$ cat config.mk
export PLATFORM = sky130hd
export DESIGN_NAME = rtc_irq_gen
export DESIGN_NICKNAME = d
export VERILOG_FILES = /design/src/rtl/rtc_irq_pkg.sv /design/src/rtl/rtc_irq_flag.sv /design/src/rtl/rtc_irq_pulse.sv /design/src/rtl/rtc_irq_out.sv /design/src/rtl/rtc_irq_gen.sv
export SDC_FILE = /design/constraint.sdc
export NUM_CORES = 1
export LEC_CHECK = 0
export BUFFER_PORTS_ARGS = -buffer_cell sky130_fd_sc_hd__buf_4
export CORE_AREA = 2 2 39 41
export DETAILED_ROUTE_END_ITERATION = 12
export DIE_AREA = 0 0 41 43
export PLACE_DENSITY = 0.43
export SETUP_SLACK_MARGIN = 0.3
export SLEW_MARGIN = 20
export SYNTH_ARGS = -nofsm -noshare
export SYNTH_HDL_FRONTEND = slang
export SYNTH_SLANG_ARGS = --single-unit
$ cat constraint.sdc
create_clock -name clk -period 0.9 [get_ports clk]
set_input_delay 0.135 -clock clk [delete_from_list [all_inputs] [get_ports clk]]
set_output_delay 0.135 -clock clk [all_outputs]
set_load 0.05 [all_outputs]
$ cat src/rtl/rtc_irq_pkg.sv
package rtc_irq_pkg;

    typedef enum logic {
        IRQ_LEVEL = 1'b0,
        IRQ_PULSE = 1'b1
    } irq_mode_e;

    typedef struct packed {
        logic sec_roll;
        logic min_step;
        logic sec_en;
        logic min_en;
    } periodic_src_t;

    function automatic logic periodic_hit(input periodic_src_t s);
        return (s.sec_roll & s.sec_en) | (s.min_step & s.min_en);
    endfunction

    function automatic logic any_periodic_en(input periodic_src_t s);
        return s.sec_en | s.min_en;
    endfunction

endpackage

$ cat src/rtl/rtc_irq_flag.sv
module rtc_irq_flag (
    input  logic clk,
    input  logic rst,
    input  logic hit,
    input  logic clr,
    output logic flag_nxt,
    output logic flag_q
);

    typedef struct packed {
        logic flag;
    } flag_state_t;

    flag_state_t st_d, st_q;

    always_comb begin
        st_d = st_q;
        if (hit) begin
            st_d.flag = 1'b1;
        end else if (clr) begin
            st_d.flag = 1'b0;
        end
        if (rst) begin
            st_d = '0;
        end
    end

    always_ff @(posedge clk) begin
        st_q <= st_d;
    end

    assign flag_nxt = st_d.flag;
    assign flag_q   = st_q.flag;

    // an enabled event always leaves the flag set
    a_r1_hit_sets_flag: assert property (@(posedge clk) disable iff (rst)
        hit |=> flag_q);

    // a lone clear drops the flag
    a_r2_clr_drops_flag: assert property (@(posedge clk) disable iff (rst)
        (clr && !hit) |=> !flag_q);

endmodule

$ cat src/rtl/rtc_irq_pulse.sv
module rtc_irq_pulse #(
    parameter int PULSE_TICKS = 1
) (
    input  logic clk,
    input  logic rst,
    input  logic hit,
    input  logic clr,
    input  logic tick,
    output logic pulse_nxt,
    output logic pulse_q
);

    localparam int CNT_W = (PULSE_TICKS < 2) ? 1 : $clog2(PULSE_TICKS + 1);
    localparam logic [CNT_W-1:0] LAST_CNT = CNT_W'(PULSE_TICKS);

    typedef struct packed {
        logic             active;
        logic [CNT_W-1:0] ticks;
    } pulse_state_t;

    pulse_state_t st_d, st_q;

    always_comb begin
        st_d = st_q;
        if (clr) begin
            st_d = '0;
        end else if (hit) begin
            st_d.active = 1'b1;
            st_d.ticks  = '0;
        end else if (st_q.active && tick) begin
            if (st_q.ticks == LAST_CNT) begin
                st_d = '0;
            end else begin
                st_d.ticks = st_q.ticks + 1'b1;
            end
        end
        if (rst) begin
            st_d = '0;
        end
    end

    always_ff @(posedge clk) begin
        st_q <= st_d;
    end

    assign pulse_nxt = st_d.active;
    assign pulse_q   = st_q.active;

    // a clear always ends the pulse
    a_r4_clr_ends_pulse: assert property (@(posedge clk) disable iff (rst)
        clr |=> !pulse_q);

    // an enabled event without clear starts a pulse
    a_r3_hit_starts_pulse: assert property (@(posedge clk) disable iff (rst)
        (hit && !clr) |=> pulse_q);

    // a pulse with no tick, clear or event keeps going
    a_r3_pulse_holds: assert property (@(posedge clk) disable iff (rst)
        (pulse_q && !tick && !clr && !hit) |=> pulse_q);

endmodule

$ cat src/rtl/rtc_irq_out.sv
module rtc_irq_out
    import rtc_irq_pkg::*;
(
    input  logic      clk,
    input  logic      rst,
    input  irq_mode_e mode,
    input  logic      flag_nxt,
    input  logic      pulse_nxt,
    input  logic      periodic_en,
    input  logic      wdog_level,
    output logic      irq_n
);

    typedef struct packed {
        logic irq_n;
    } out_state_t;

    out_state_t st_d, st_q;
    logic       periodic_irq;

    always_comb begin
        if (mode == IRQ_PULSE) begin
            periodic_irq = pulse_nxt;
        end else begin
            periodic_irq = flag_nxt & periodic_en;
        end
        st_d.irq_n = ~(periodic_irq | wdog_level);
        if (rst) begin
            st_d.irq_n = 1'b1;
        end
    end

    always_ff @(posedge clk) begin
        st_q <= st_d;
    end

    assign irq_n = st_q.irq_n;

    // reset leaves the pin inactive
    a_r8_reset_idle: assert property (@(posedge clk)
        rst |=> irq_n);

    // an enabled watchdog level always pulls the pin low
    a_r6_wdog_level: assert property (@(posedge clk) disable iff (rst)
        wdog_level |=> !irq_n);

endmodule

$ cat src/rtl/rtc_irq_gen.sv
module rtc_irq_gen
    import rtc_irq_pkg::*;
#(
    parameter int PULSE_TICKS = 1
) (
    input  logic clk,
    input  logic rst,
    input  logic tick_64hz,
    input  logic sec_roll,
    input  logic min_step,
    input  logic wdog_expired,
    input  logic sec_irq_en,
    input  logic min_irq_en,
    input  logic wdog_irq_en,
    input  logic pulse_sel,
    input  logic evt_flag_clr,
    output logic irq_n
);

    periodic_src_t src;
    logic          hit;
    logic          flag_nxt, flag_q;
    logic          pulse_nxt, pulse_q;
    logic          wdog_level;
    irq_mode_e     mode;

    always_comb begin
        src.sec_roll = sec_roll;
        src.min_step = min_step;
        src.sec_en   = sec_irq_en;
        src.min_en   = min_irq_en;
        hit          = periodic_hit(src);
        wdog_level   = wdog_irq_en & wdog_expired;
        mode         = irq_mode_e'(pulse_sel);
    end

    rtc_irq_flag u_flag (
        .clk      (clk),
        .rst      (rst),
        .hit      (hit),
        .clr      (evt_flag_clr),
        .flag_nxt (flag_nxt),
        .flag_q   (flag_q)
    );

    rtc_irq_pulse #(
        .PULSE_TICKS (PULSE_TICKS)
    ) u_pulse (
        .clk       (clk),
        .rst       (rst),
        .hit       (hit),
        .clr       (evt_flag_clr),
        .tick      (tick_64hz),
        .pulse_nxt (pulse_nxt),
        .pulse_q   (pulse_q)
    );

    rtc_irq_out u_out (
        .clk         (clk),
        .rst         (rst),
        .mode        (mode),
        .flag_nxt    (flag_nxt),
        .pulse_nxt   (pulse_nxt),
        .periodic_en (any_periodic_en(src)),
        .wdog_level  (wdog_level),
        .irq_n       (irq_n)
    );

    // a clear that meets an event keeps the flag but starts no pulse
    a_r7_clr_event_same_cycle: assert property (@(posedge clk) disable iff (rst)
        (hit && evt_flag_clr) |=> (flag_q && !pulse_q));

    // level mode with every source silent leaves the pin high
    a_r5_level_release: assert property (@(posedge clk) disable iff (rst)
        (!pulse_sel && !sec_irq_en && !min_irq_en && !(wdog_irq_en && wdog_expired))
        |=> irq_n);

    // in pulse mode a running pulse holds the pin low
    a_r3_pulse_on_pin: assert property (@(posedge clk) disable iff (rst)
        (pulse_sel && pulse_nxt) |=> !irq_n);

endmodule

## Word-level counts from Yosys, hierarchy flattened

Cells that the tools add are included.
W data, S select, Z words.

| cells by class | value |
|---|---|
| add/subtract/negate cells | 1 |
| muxes and demuxes | 10 |
| bitwise gates (word level) | 8 |
| reduce and logical (&&, ||, !) cells | 2 |

Operators by type and width:

| kind | count |
|---|---|
| $mux W2 | 4 |
| $mux W1 | 6 |
| $and A1 B1 Y1 | 4 |
| $or A1 B1 Y1 | 3 |
| $reduce_or A3 Y1 | 1 |
| $add A1 B1 Y1 const B | 1 |
| $logic_and A1 B1 Y1 | 1 |
| $not A1 Y1 | 1 |

| word-level totals | value |
|---|---|
| flip-flop bits (word level) | 4 |
| input port bits | 11 |
| output and inout bits | 1 |
| logic and storage cells | 25 |

## Longest topological paths before layout

Gate-level depths: netlist of the first run.

| logic depth | value |
|---|---|
| depth after elaboration | 9 |
| gate-level depth with buffers | 3 |
| mapped depth without buffers | 3 |

## Modules after synthesis

A second synthesis of the first run with hierarchy kept.

| unflattened totals | value |
|---|---|
| cell total of the unflattened synthesis | 19 |
| area total of the unflattened synthesis | 203.9 um^2 |

Modules (own cells, without submodules):

| module | instances | cells each | area an instance (um^2) | sequential area each (um^2) |
|---|---|---|---|---|
| rtc_irq_pulse | 1 | 8 | 91.3 | 40.0 |
| rtc_irq_out | 1 | 4 | 52.6 | 20.0 |
| rtc_irq_flag | 1 | 4 | 38.8 | 20.0 |
| rtc_irq_gen | 1 | 3 | 21.3 | 0.0 |

## Worst setup path after synthesis of the first run

OpenSTA, ideal clock, no wires.

| path | value |
|---|---|
| path kind | register to register |
| start point | register u_flag.st_q, in the netlist u_flag.flag_q |
| end point | register u_out.st_q, in the netlist u_out.irq_n |
| library setup time | 0.132 ns |
| data arrival time | 0.825 ns |
| required time | 0.768 ns |
| setup slack | -0.057 ns |
| cell stages (with the launch flop) | 4 |
| path buffers | 0 |
| clock period less this slack | 0.957 ns |
| cell sequence | dfxtp_1 nand2b_4 a2111oi_2 a211oi_2 |

| on the way | value |
|---|---|
| word-level cells in the longest chain between the ends | 7 |

RTL lines:

| what | RTL line | RTL |
|---|---|---|
| from (decl) | rtc_irq_flag.sv:14 | `flag_state_t st_d, st_q;` |
| from (signal assigned) | rtc_irq_flag.sv:29 | `st_q <= st_d;` |
| $mux W1 | rtc_irq_flag.sv:20 | `end else if (clr) begin` |
| $mux W1 | rtc_irq_flag.sv:18 | `if (hit) begin` |
| $mux W1 | rtc_irq_flag.sv:23 | `if (rst) begin` |
| $and A1 B1 Y1 | rtc_irq_out.sv:25 | `periodic_irq = flag_nxt & periodic_en;` |
| $mux W1 | rtc_irq_out.sv:22 | `if (mode == IRQ_PULSE) begin` |
| $or A1 B1 Y1 | rtc_irq_out.sv:27 | `st_d.irq_n = ~(periodic_irq \| wdog_level);` |
| $not A1 Y1 | rtc_irq_out.sv:27 |  |
| to (signal assigned) | rtc_irq_out.sv:34 | `st_q <= st_d;` |
| to (decl) | rtc_irq_out.sv:18 | `out_state_t st_d, st_q;` |

No other way between the ends.
A chain may end at the register's enable or synchronous reset.

## Worst setup path after layout of the first run

| path | value |
|---|---|
| start point | register u_pulse.st_q, in the netlist u_pulse.pulse_q |
| end point | register u_out.st_q, in the netlist u_out.irq_n |

| on the way | value |
|---|---|
| word-level cells in the longest chain between the ends | 8 |
| elaborated cells between the ends (all ways) | 9 |
| those cells by class | mux: 6; bitwise: 2; reduce/logical: 1 |

RTL lines:

| what | RTL line | RTL |
|---|---|---|
| from (decl) | rtc_irq_pulse.sv:21 | `pulse_state_t st_d, st_q;` |
| from (signal assigned) | rtc_irq_pulse.sv:43 | `st_q <= st_d;` |
| $mux W1 / $logic_and A1 B1 Y1 (equally long branches) | rtc_irq_pulse.sv:31, rtc_irq_pulse.sv:30 |  |
| $mux W2 (*) | rtc_irq_pulse.sv:30 | `end else if (st_q.active && tick) begin` |
| $mux W2 (*) | rtc_irq_pulse.sv:27 | `end else if (hit) begin` |
| $mux W2 (*) | rtc_irq_pulse.sv:25 | `if (clr) begin` |
| $mux W2 (*) | rtc_irq_pulse.sv:37 | `if (rst) begin` |
| net pulse_nxt | rtc_irq_gen.sv:23 | `logic pulse_nxt, pulse_q;` |
| $mux W1 (*) | rtc_irq_out.sv:22 |  |
| $or A1 B1 Y1 (*) | rtc_irq_out.sv:27 |  |
| $not A1 Y1 (*) | rtc_irq_out.sv:27 |  |

The timed path passes the listed nets; every way through them passes the cells marked *.

==> results of run 1 <==
## final cells by class
type                            instances  share of cell area [%]
Tap cell                               16                    5.59
Timing Repair Buffer                   12                    26.2
Sequential cell                         4                    23.1
Clock buffer                            3                    6.29
Multi-Input combinational cell         13                    38.8
## worst reg2reg max path: stages (launching register included)
cell and delay [ns]:
dfxtp_2 0.31, a21bo_1 0.20, a211oi_2 0.23, a211oi_2 0.09
## routing by layer
layer / part of all wire [%] / vias up
met3: 8.2 / 2
met2: 57 / 5
met1: 33 / 80
li1: - / 97
met5: 0 / -
met4: 1.4 / 0
## how the worst max path moves through the flow
stage / startpoint / endpoint / slack, ns / cells past startpoint
floorplan: u_pulse.pulse_q / u_out.irq_n / -0.01 / 3
CTS: u_pulse.pulse_q / u_out.irq_n / -0.07 / 3
finish: u_pulse.pulse_q / u_out.irq_n / -0.06 / 3
detailed placement: u_pulse.pulse_q / u_out.irq_n / -0.08 / 3
global route: u_pulse.pulse_q / u_out.irq_n / -0.1 / 3
global placement: u_pulse.pulse_q / u_out.irq_n / -0.06 / 3
## cell usage in the layout (no fill, tap or decap)
master / synthesis / routed
a22oi_4: 1 / 1
nand2b_4: 1 / 1
buf_4: 0 / 11
a211oi_2: 2 / 2
dfxtp_2: 0 / 2
buf_6: 0 / 1
clkbuf_4: 0 / 3
nand2_1: 2 / 2
nor4b_1: 1 / 1
dfxtp_1: 4 / 2
a2111oi_4: 0 / 1
a21bo_1: 1 / 1
nor2_1: 2 / 2
xor2_1: 1 / 1
a21oi_2: 0 / 1
## timing repair
| item | CTS | global route |
|---|---|---|
| pin swaps | 2 | 1 |
| resized for setup | 2 | 1 |
| endpoints found under the setup margin | 4 | 5 |
| endpoints found under the hold margin | 0 | 0 |
| cloned | 0 | 0 |
## cells in the mapped netlist
library cell,n
nor4b_1,1
nor2_1,2
a21oi_1,1
a211oi_2,2
a21bo_1,1
a2111oi_2,1
dfxtp_1,4
xor2_1,1
nand2_1,2
a22oi_4,1
nand2b_4,1
## power groups by stage
stage / logic (mW) / registers [mW] / clock network [mW]
after floorplan: 0.0394 / 0.212 / 0
after global placement: 0.115 / 0.197 / 0
after detailed placement: 0.117 / 0.197 / 0
after CTS: 0.120 / 0.196 / 0.235
after global routing: 0.128 / 0.197 / 0.244
final: 0.120 / 0.196 / 0.220
## stage by stage
stage	cell area, um^2	setup TNS (ns)	utilization [%]
after floorplan	216	-0.0119	-
after global placement	327	-0.0633	23.6
after detailed placement	327	-0.0830	23.6
after CTS	354	-0.0658	25.6
after global routing	358	-0.120	25.9
final	358	-0.0562	25.9
## logic make-up after synthesis
| kind of cell | Yosys count | synth area share (%) |
|---|---|---|
| XOR/XNOR | 1 | 4.32 |
| AND/OR/NAND/NOR | 6 | 18.5 |
| AO/OA/AOI/OAI | 6 | 37.6 |
| flip-flops | 4 | 39.5 |
## state kept, by name (all words and copies together) (netlist names)
register         cells
u_pulse.pulse_q      1
u_out.irq_n          1
u_pulse.st_q         1
u_flag.flag_q        1
==> impl_metrics.tcl, run 1 <==
set metrics [dict create \
    total_global_routing_track_utilization_pct 6.93 \
    ratio_of_cells_with_drive_above_1_in_the_final_layout_pct 71.9 \
    io_buffers 11 \
    whs_path_depth 2 \
    synth.ff_latch_count 4 \
    hold_path.startpoint "rst" \
    chipHeight_um 43 \
    synth.lib_cells_used.distinct 11 \
    grt_first_pass_wirelength_um 724 \
    timing.final.ws_setup_ns -0.0562 \
    power_switching_mw 0.132 \
    start_util_pct 14.6 \
    syn2layout_area_growth_pct 76.5 \
    post-layout-total-power_mw 0.535 \
    tritoncts "yes" \
    cts_root_buffer "clkbuf_4" \
    share_comb_of_total_power_pct 22.4 \
    share_of_the_clock_period_used_by_the_worst_path_after_layout_pct 106 \
    yosys.area.top_type "dfxtp_1" \
    insertedDiodeCount 0 \
    first_global_vias 191 \
    maxSlewHeadroom_pct 81.3 \
    drt_pass1_iterations 2 \
    nNetsFinal 45 \
    setup-violations-final 1 \
    gr-usage-met3_pct 5.24 \
    dpl_worst_slack_ns -0.0804 \
    drc 0 \
    violated_checks "negative setup slack" \
    global_route.peak_usage_layer "met2" \
    grt_use_met2_pct 8.75 \
    p_leak_nw 0.152 \
    setup.worst_path.start_class "register" \
    cts-buffers-inserted 3 \
    power_report.internal_total_mw 0.404 \
    routed_wl_um 440 \
    run_status "finished with violations" \
    fp.dieArea_um2 1760 \
    core_area_um2 1380 \
    power-per-cell-area_nw_per_um2 1500 \
    top_level_ports 12 \
    power.share.clock_pct 41.1 \
    drt-wirelength-per-cell_um 9.17 \
    multi_input_gate_area_in_the_final_layout_um2 139 \
    worst-path-buf-inv 0 \
    placed_cells 45 \
    holdWs_ns 0.104 \
    arrival_ns 1.07 \
    slowest_stage "dfxtp_2" \
    drt-initial-drc-count 1 \
    worstReg2RegEnd "u_out.irq_n" \
    avgSynthCellArea_um2 11.9 \
    drt-vias-per-instance 3.83 \
    hold_violations 0 \
    final_non_filler_cells 48 \
    rows 14 \
    seq_power_share_pct 36.6 \
    rrSetupSlack_ns -0.06 \
    overflow 0 \
    netlist_instances 17 \
    timing.critical_path.cells "a21bo_1 -> a211oi_2 -> a211oi_2" \
    gr-usage-met1_pct 6.13 \
    cts.clk_slew.worst_paths_ns 0.04 \
    worst-endpoint-required_ns 1.01 \
    synth_top_area_share_pct 39.5 \
    cp_top_family "compound AO/OA/AOI/OAI gates" \
    clock_insertion_delay_worst_skew_ns 0.23 \
    die_width_um 41 \
    vias 184 \
    post_synth_instance_area_um2 203 \
    ff_latch_area_um2 82.6 \
    reg2regPathDepth 3 \
    category_of_the_worst_setup_path_capture_point "register" \
    hold-path-endpoint "u_flag.flag_q" \
    ys_warn_count 0 \
    critical-path-top-cell-by-count "a211oi_2" \
    worstPathMaxFanout 2 \
    route.antenna.remaining_nets 0 \
    filler_cell_count 149 \
    layout_min_cycle_time_ns 0.956 \
    r2r-start "u_pulse.pulse_q" \
    max_clock_freq_ghz 1.05 \
    max_stage_delay_ns 0.31 \
    seq_area_frac_synth_pct 39.5 \
    min_path_type "input port to register" \
    gp_congestion 0.668 \
    max-cap-violations 0 \
    report.final.slew_viol_count 0 \
    tightestPinTransition_ns 0.280 \
    antenna_found_initial 0 \
    synth_nets 28 \
    synth_area_leaders "dfxtp_1, a211oi_2, a22oi_4, a2111oi_2, nand2b_4" \
    post_cts.repair.setup_buffers 0 \
    swShare_pct 24.6 \
    power.ir.vdd_worst_mv 0.384 \
    rsz0062_at_grt "true" \
    cts.htree.levels 1 \
    cts.sinks 4 \
    timing_worst_setup_path_type "register to register" \
    holdBufCountCts 0 \
    timing.clock.skew_ns 0.00502 \
    clock_path_buffers 2 \
    pin_count_of_the_biggest_net_entering_global_routing 6 \
]
(Power assumes the default switching activity.)
==> run 2: changes to the inputs <==
CTS_BUF_LIST = sky130_fd_sc_hd__clkbuf_4   (was not set)
SETUP_SLACK_MARGIN = 0.15   (was 0.3)
==> impl_metrics.tcl, run 2 (same netlist as run 1, synthesis figures left out) <==
set metrics [dict create \
    tritoncts "yes" \
    timing_worst_setup_path_type "register to register" \
    route.antenna.remaining_nets 0 \
    nNetsFinal 45 \
    final_non_filler_cells 48 \
    worstPathMaxFanout 2 \
    worstReg2RegEnd "u_out.irq_n" \
    core_area_um2 1380 \
    critical_path_destination "u_out.irq_n" \
    routed_wl_um 443 \
    rsz0062_at_grt "true" \
    drt-vias-per-instance 3.81 \
    postLayoutCoreUtil_pct 25.6 \
    commonest_cells_after_routing_fill_and_taps_aside "buf_4, clkbuf_4" \
    seq_power_share_pct 36.7 \
    arrival_ns 1.07 \
    grt_first_pass_wirelength_um 724 \
    overflow 0 \
    clock_path_buffers 2 \
    timing.final.ws_setup_ns -0.0566 \
    first_global_vias 191 \
    setup-violations-final 1 \
    report.final.slew_viol_count 0 \
    chipHeight_um 43 \
    max_clock_freq_ghz 1.05 \
    vias 183 \
    insertedDiodeCount 0 \
    cts.htree.levels 1 \
    io_buffers 11 \
    drt-initial-drc-count 1 \
    syn2layout_area_growth_pct 74.7 \
    swShare_pct 24.5 \
    gp_congestion 0.668 \
    r2r-start "u_pulse.pulse_q" \
    start_util_pct 14.6 \
    power.ir.vdd_worst_mv 0.384 \
    worst-endpoint-required_ns 1.01 \
    hold_path.startpoint "rst" \
    maxSlewHeadroom_pct 81.3 \
    share_of_the_clock_period_used_by_the_worst_path_after_layout_pct 106 \
    fp.dieArea_um2 1760 \
    setup.worst_path.start "u_pulse.pulse_q" \
    cts-buffers-inserted 3 \
    setup.worst_path.start_class "register" \
    cts.sinks 4 \
    power-per-cell-area_nw_per_um2 1510 \
    hold_violations 0 \
    power.share.clock_pct 41.3 \
    top_level_ports 12 \
    cts.clk_slew.worst_paths_ns 0.04 \
    power_switching_mw 0.131 \
    clock_insertion_delay_worst_skew_ns 0.23 \
    drc 0 \
    ratio_of_cells_with_drive_above_1_in_the_final_layout_pct 68.8 \
    run_status "finished with violations" \
    layout.cells.most_common "buf_4" \
    post-layout-total-power_mw 0.534 \
    filler_cell_count 148 \
    rrSetupSlack_ns -0.06 \
    placed_cells 45 \
    p_leak_nw 0.152 \
    layout_min_cycle_time_ns 0.957 \
    tightestPinTransition_ns 0.280 \
    drt_pass1_iterations 2 \
    min_path_type "input port to register" \
    antenna_found_initial 0 \
    multi_input_gate_area_in_the_final_layout_um2 135 \
    share_comb_of_total_power_pct 22.0 \
    pin_count_of_the_biggest_net_entering_global_routing 6 \
    max-cap-violations 0 \
    ff_latch_area_um2 82.6 \
    reg2regPathDepth 3 \
    total_global_routing_track_utilization_pct 6.93 \
    category_of_the_worst_setup_path_capture_point "register" \
    violated_checks "negative setup slack" \
    rows 14 \
    power_report.internal_total_mw 0.403 \
    timing.clock.skew_ns 0.00539 \
    die_width_um 41 \
    drt-wirelength-per-cell_um 9.23 \
    cts_root_buffer "clkbuf_4" \
]
==> run 2: changes by cell type in the layout (fill, tap and decap cells not counted) <==
cell	before	now
a21oi_2	1	0
a21oi_1	0	1
==> run 2: critical path, stage by stage (launching register included) <==
cell and delay, ns:
dfxtp_2 0.31, a21bo_1 0.20, a211oi_2 0.23, a211oi_2 0.09
==> run 2: power groups by stage <==
stage	Combinational, mW	Sequential, mW	Clock, mW
after floorplan	0.0394	0.212	0
after global placement	0.115	0.197	0
after detailed placement	0.117	0.197	0
after CTS	0.120	0.196	0.235
after global routing	0.126	0.197	0.244
final	0.118	0.196	0.220
==> run 2: how the worst min path moves through the flow <==
stage / cells past startpoint / to / slack (ns)
2_1_floorplan: 1 / u_flag.flag_q / 0.20
3_3_place_gp: 2 / u_flag.flag_q / 0.35
3_5_place_dp: 2 / u_flag.flag_q / 0.35
4_1_cts: 2 / u_flag.flag_q / 0.1
5_1_grt: 2 / u_out.irq_n / 0.11
6_report: 2 / u_flag.flag_q / 0.11
==> run 2: stage by stage <==
step           hold WS (ns)  worst slack [ns]  instance area [um^2]  TNS (ns)
2_1_floorplan         0.197           -0.0119                   216   -0.0119
3_3_place_gp          0.352           -0.0633                   327   -0.0633
3_5_place_dp          0.353           -0.0804                   327   -0.0830
4_1_cts              0.0980           -0.0658                   354   -0.0658
5_1_grt               0.109           -0.0953                   354    -0.120
6_report              0.107           -0.0566                   354   -0.0566
==> run 2: area by class of cell <==
cell class	count	area share (%)
Tap cell	16	5.65
Timing Repair Buffer	12	26.5
Clock buffer	3	6.36
Multi-Input combinational cell	13	38.2
Sequential cell	4	23.3
==> run 2: routing by layer <==
layer  wire length (um)  share of wire, %  vias to the layer above  GRT usage [%]
met2                252                57                        5           8.75
met4                  6               1.4                        0           8.00
met3                 36               8.1                        2           5.24
met1                147                33                       80           6.13
li1                   -                 -                       96              -
met5                  0                 0                        -              0
==> run 2: repair_timing <==
item,CTS,global route
pin swaps,2,0
buffers inserted,0,0
hold buffers,0,0
resized for setup,2,0
setup endpoints to repair,4,4
==> run 3: changes to the inputs <==
PLACE_DENSITY = not set   (was 0.43)
PLACE_DENSITY_LB_ADDON = 0.25   (was not set)
==> impl_metrics.tcl, run 3 (same netlist as run 1, synthesis figures left out) <==
set metrics [dict create \
    power.ir.vdd_worst_mv 0.356 \
    share_of_the_clock_period_used_by_the_worst_path_after_layout_pct 104 \
    critical-path-top-cell-by-count "a211oi_2" \
    commonest_cells_after_routing_fill_and_taps_aside "buf_4, clkbuf_4" \
    worst-path-buf-inv 0 \
    cts_root_buffer "clkbuf_4" \
    top_level_ports 12 \
    route.antenna.remaining_nets 0 \
    gp_congestion 0.581 \
    grt_first_pass_wirelength_um 759 \
    ratio_of_cells_with_drive_above_1_in_the_final_layout_pct 71.9 \
    maxSlewHeadroom_pct 82.5 \
    cts-buffers-inserted 3 \
    vias 185 \
    syn2layout_area_growth_pct 77.8 \
    violated_checks "negative setup slack" \
    slowest_stage "dfxtp_2" \
    drt_pass1_iterations 1 \
    core_area_um2 1380 \
    rrSetupSlack_ns -0.03 \
    drt-initial-drc-count 0 \
    max_clock_freq_ghz 1.07 \
    arrival_ns 1.05 \
    holdWs_ns 0.108 \
    total_global_routing_track_utilization_pct 7.31 \
    io_buffers 11 \
    placed_cells 45 \
    cp_top_family "compound AO/OA/AOI/OAI gates" \
    run_status "finished with violations" \
    filler_cell_count 147 \
    overflow 0 \
    category_of_the_worst_setup_path_capture_point "register" \
    tightestPinTransition_ns 0.263 \
    setup-violations-final 1 \
    final_non_filler_cells 48 \
    antenna_found_initial 0 \
    pin_count_of_the_biggest_net_entering_global_routing 6 \
    chipHeight_um 43 \
    drc 0 \
    fp.dieArea_um2 1760 \
    nNetsFinal 45 \
    worst-endpoint-required_ns 1.02 \
    cts.sinks 4 \
    max_stage_delay_ns 0.31 \
    rows 14 \
    start_util_pct 14.6 \
    timing.final.ws_setup_ns -0.0337 \
    timing.setup.tns_ns -0.0337 \
    drt-wirelength-per-cell_um 9.90 \
    clock_path_buffers 2 \
    layout.cells.most_common "buf_4" \
    timing.clock.skew_ns 0.0105 \
    timing.critical_path.cells "a21bo_1 -> a211oi_2 -> a211oi_2" \
    dpl.hpwl_um 379 \
    min_path_type "input port to register" \
    tritoncts "yes" \
    insertedDiodeCount 0 \
    max-cap-violations 0 \
    holdBufCountCts 0 \
    postLayoutCoreUtil_pct 26.0 \
    setup.worst_path.start_class "register" \
    post-layout-total-power_mw 0.548 \
    clock_insertion_delay_worst_skew_ns 0.24 \
    die_width_um 41 \
    timing_worst_setup_path_type "register to register" \
    p_leak_nw 0.153 \
    hold_violations 0 \
    power-per-cell-area_nw_per_um2 1520 \
    first_global_vias 206 \
    drt-vias-per-instance 3.85 \
    rsz0062_at_grt "true" \
    post_cts.repair.setup_buffers 0 \
    cts.clk_slew.worst_paths_ns 0.05 \
    routed_wl_um 475 \
    report.final.slew_viol_count 0 \
    layout_min_cycle_time_ns 0.934 \
    worstPathMaxFanout 2 \
    cts.htree.levels 1 \
]
run 3: cell counts in the layout (fill, tap and decap cells not counted):
Identical to the previous run, type by type.
run 3: final timing paths:
kind | end | depth (start not counted) | startpoint
worst min register to register | u_flag.flag_q | 2 | u_flag.flag_q
worst max register to register | u_out.irq_n | 3 | u_pulse.pulse_q
worst max-delay path | u_out.irq_n | 3 | u_pulse.pulse_q
worst min-delay path | u_flag.flag_q | 2 | rst
run 3: routing by layer:
| layer | up-vias | part of all wire [%] | global-route usage [%] |
|---|---|---|---|
| li1 | 94 | - | - |
| met1 | 89 | 26 | 4.79 |
| met2 | 2 | 71 | 12.5 |
| met3 | 0 | 2.5 | 1.57 |
| met4 | 0 | 0 | 10.0 |
| met5 | - | 0 | 0 |
run 3: cell type report:
class | count | area [um^2] | share of cell area (%)
flip-flops and latches | 4 | 82.6 | 22.9
repair buffers | 12 | 93.8 | 26.0
multi-input cells | 13 | 141 | 39.2
clock buffers | 3 | 22.5 | 6.25
well taps | 16 | 20.0 | 5.56
run 3: stage by stage:
stage	worst slack [ns]	instance area [um^2]
after floorplan	-0.0119	216
after global placement	-0.0530	327
after detailed placement	-0.0608	327
after CTS	-0.0423	354
after global routing	-0.0901	360
final	-0.0337	360
run 3: where the power goes:
group / internal [mW] / leakage (nW) / switching, mW
clock network: 0.150 / 0.0138 / 0.0813
registers: 0.190 / 0.0336 / 0.00656
logic: 0.0641 / 0.105 / 0.0561
run 3: worst reg2reg max path, stage by stage (launching register included):
cell      delay [ns]
dfxtp_2         0.31
a21bo_1         0.20
a211oi_2        0.22
a211oi_2        0.09
run 3: timing repair:
| action | 4_1_cts | 5_1_grt |
|---|---|---|
| setup endpoints to repair | 4 | 4 |
| pin swaps | 2 | 0 |
| resized for setup | 2 | 1 |
| cloned | 0 | 0 |
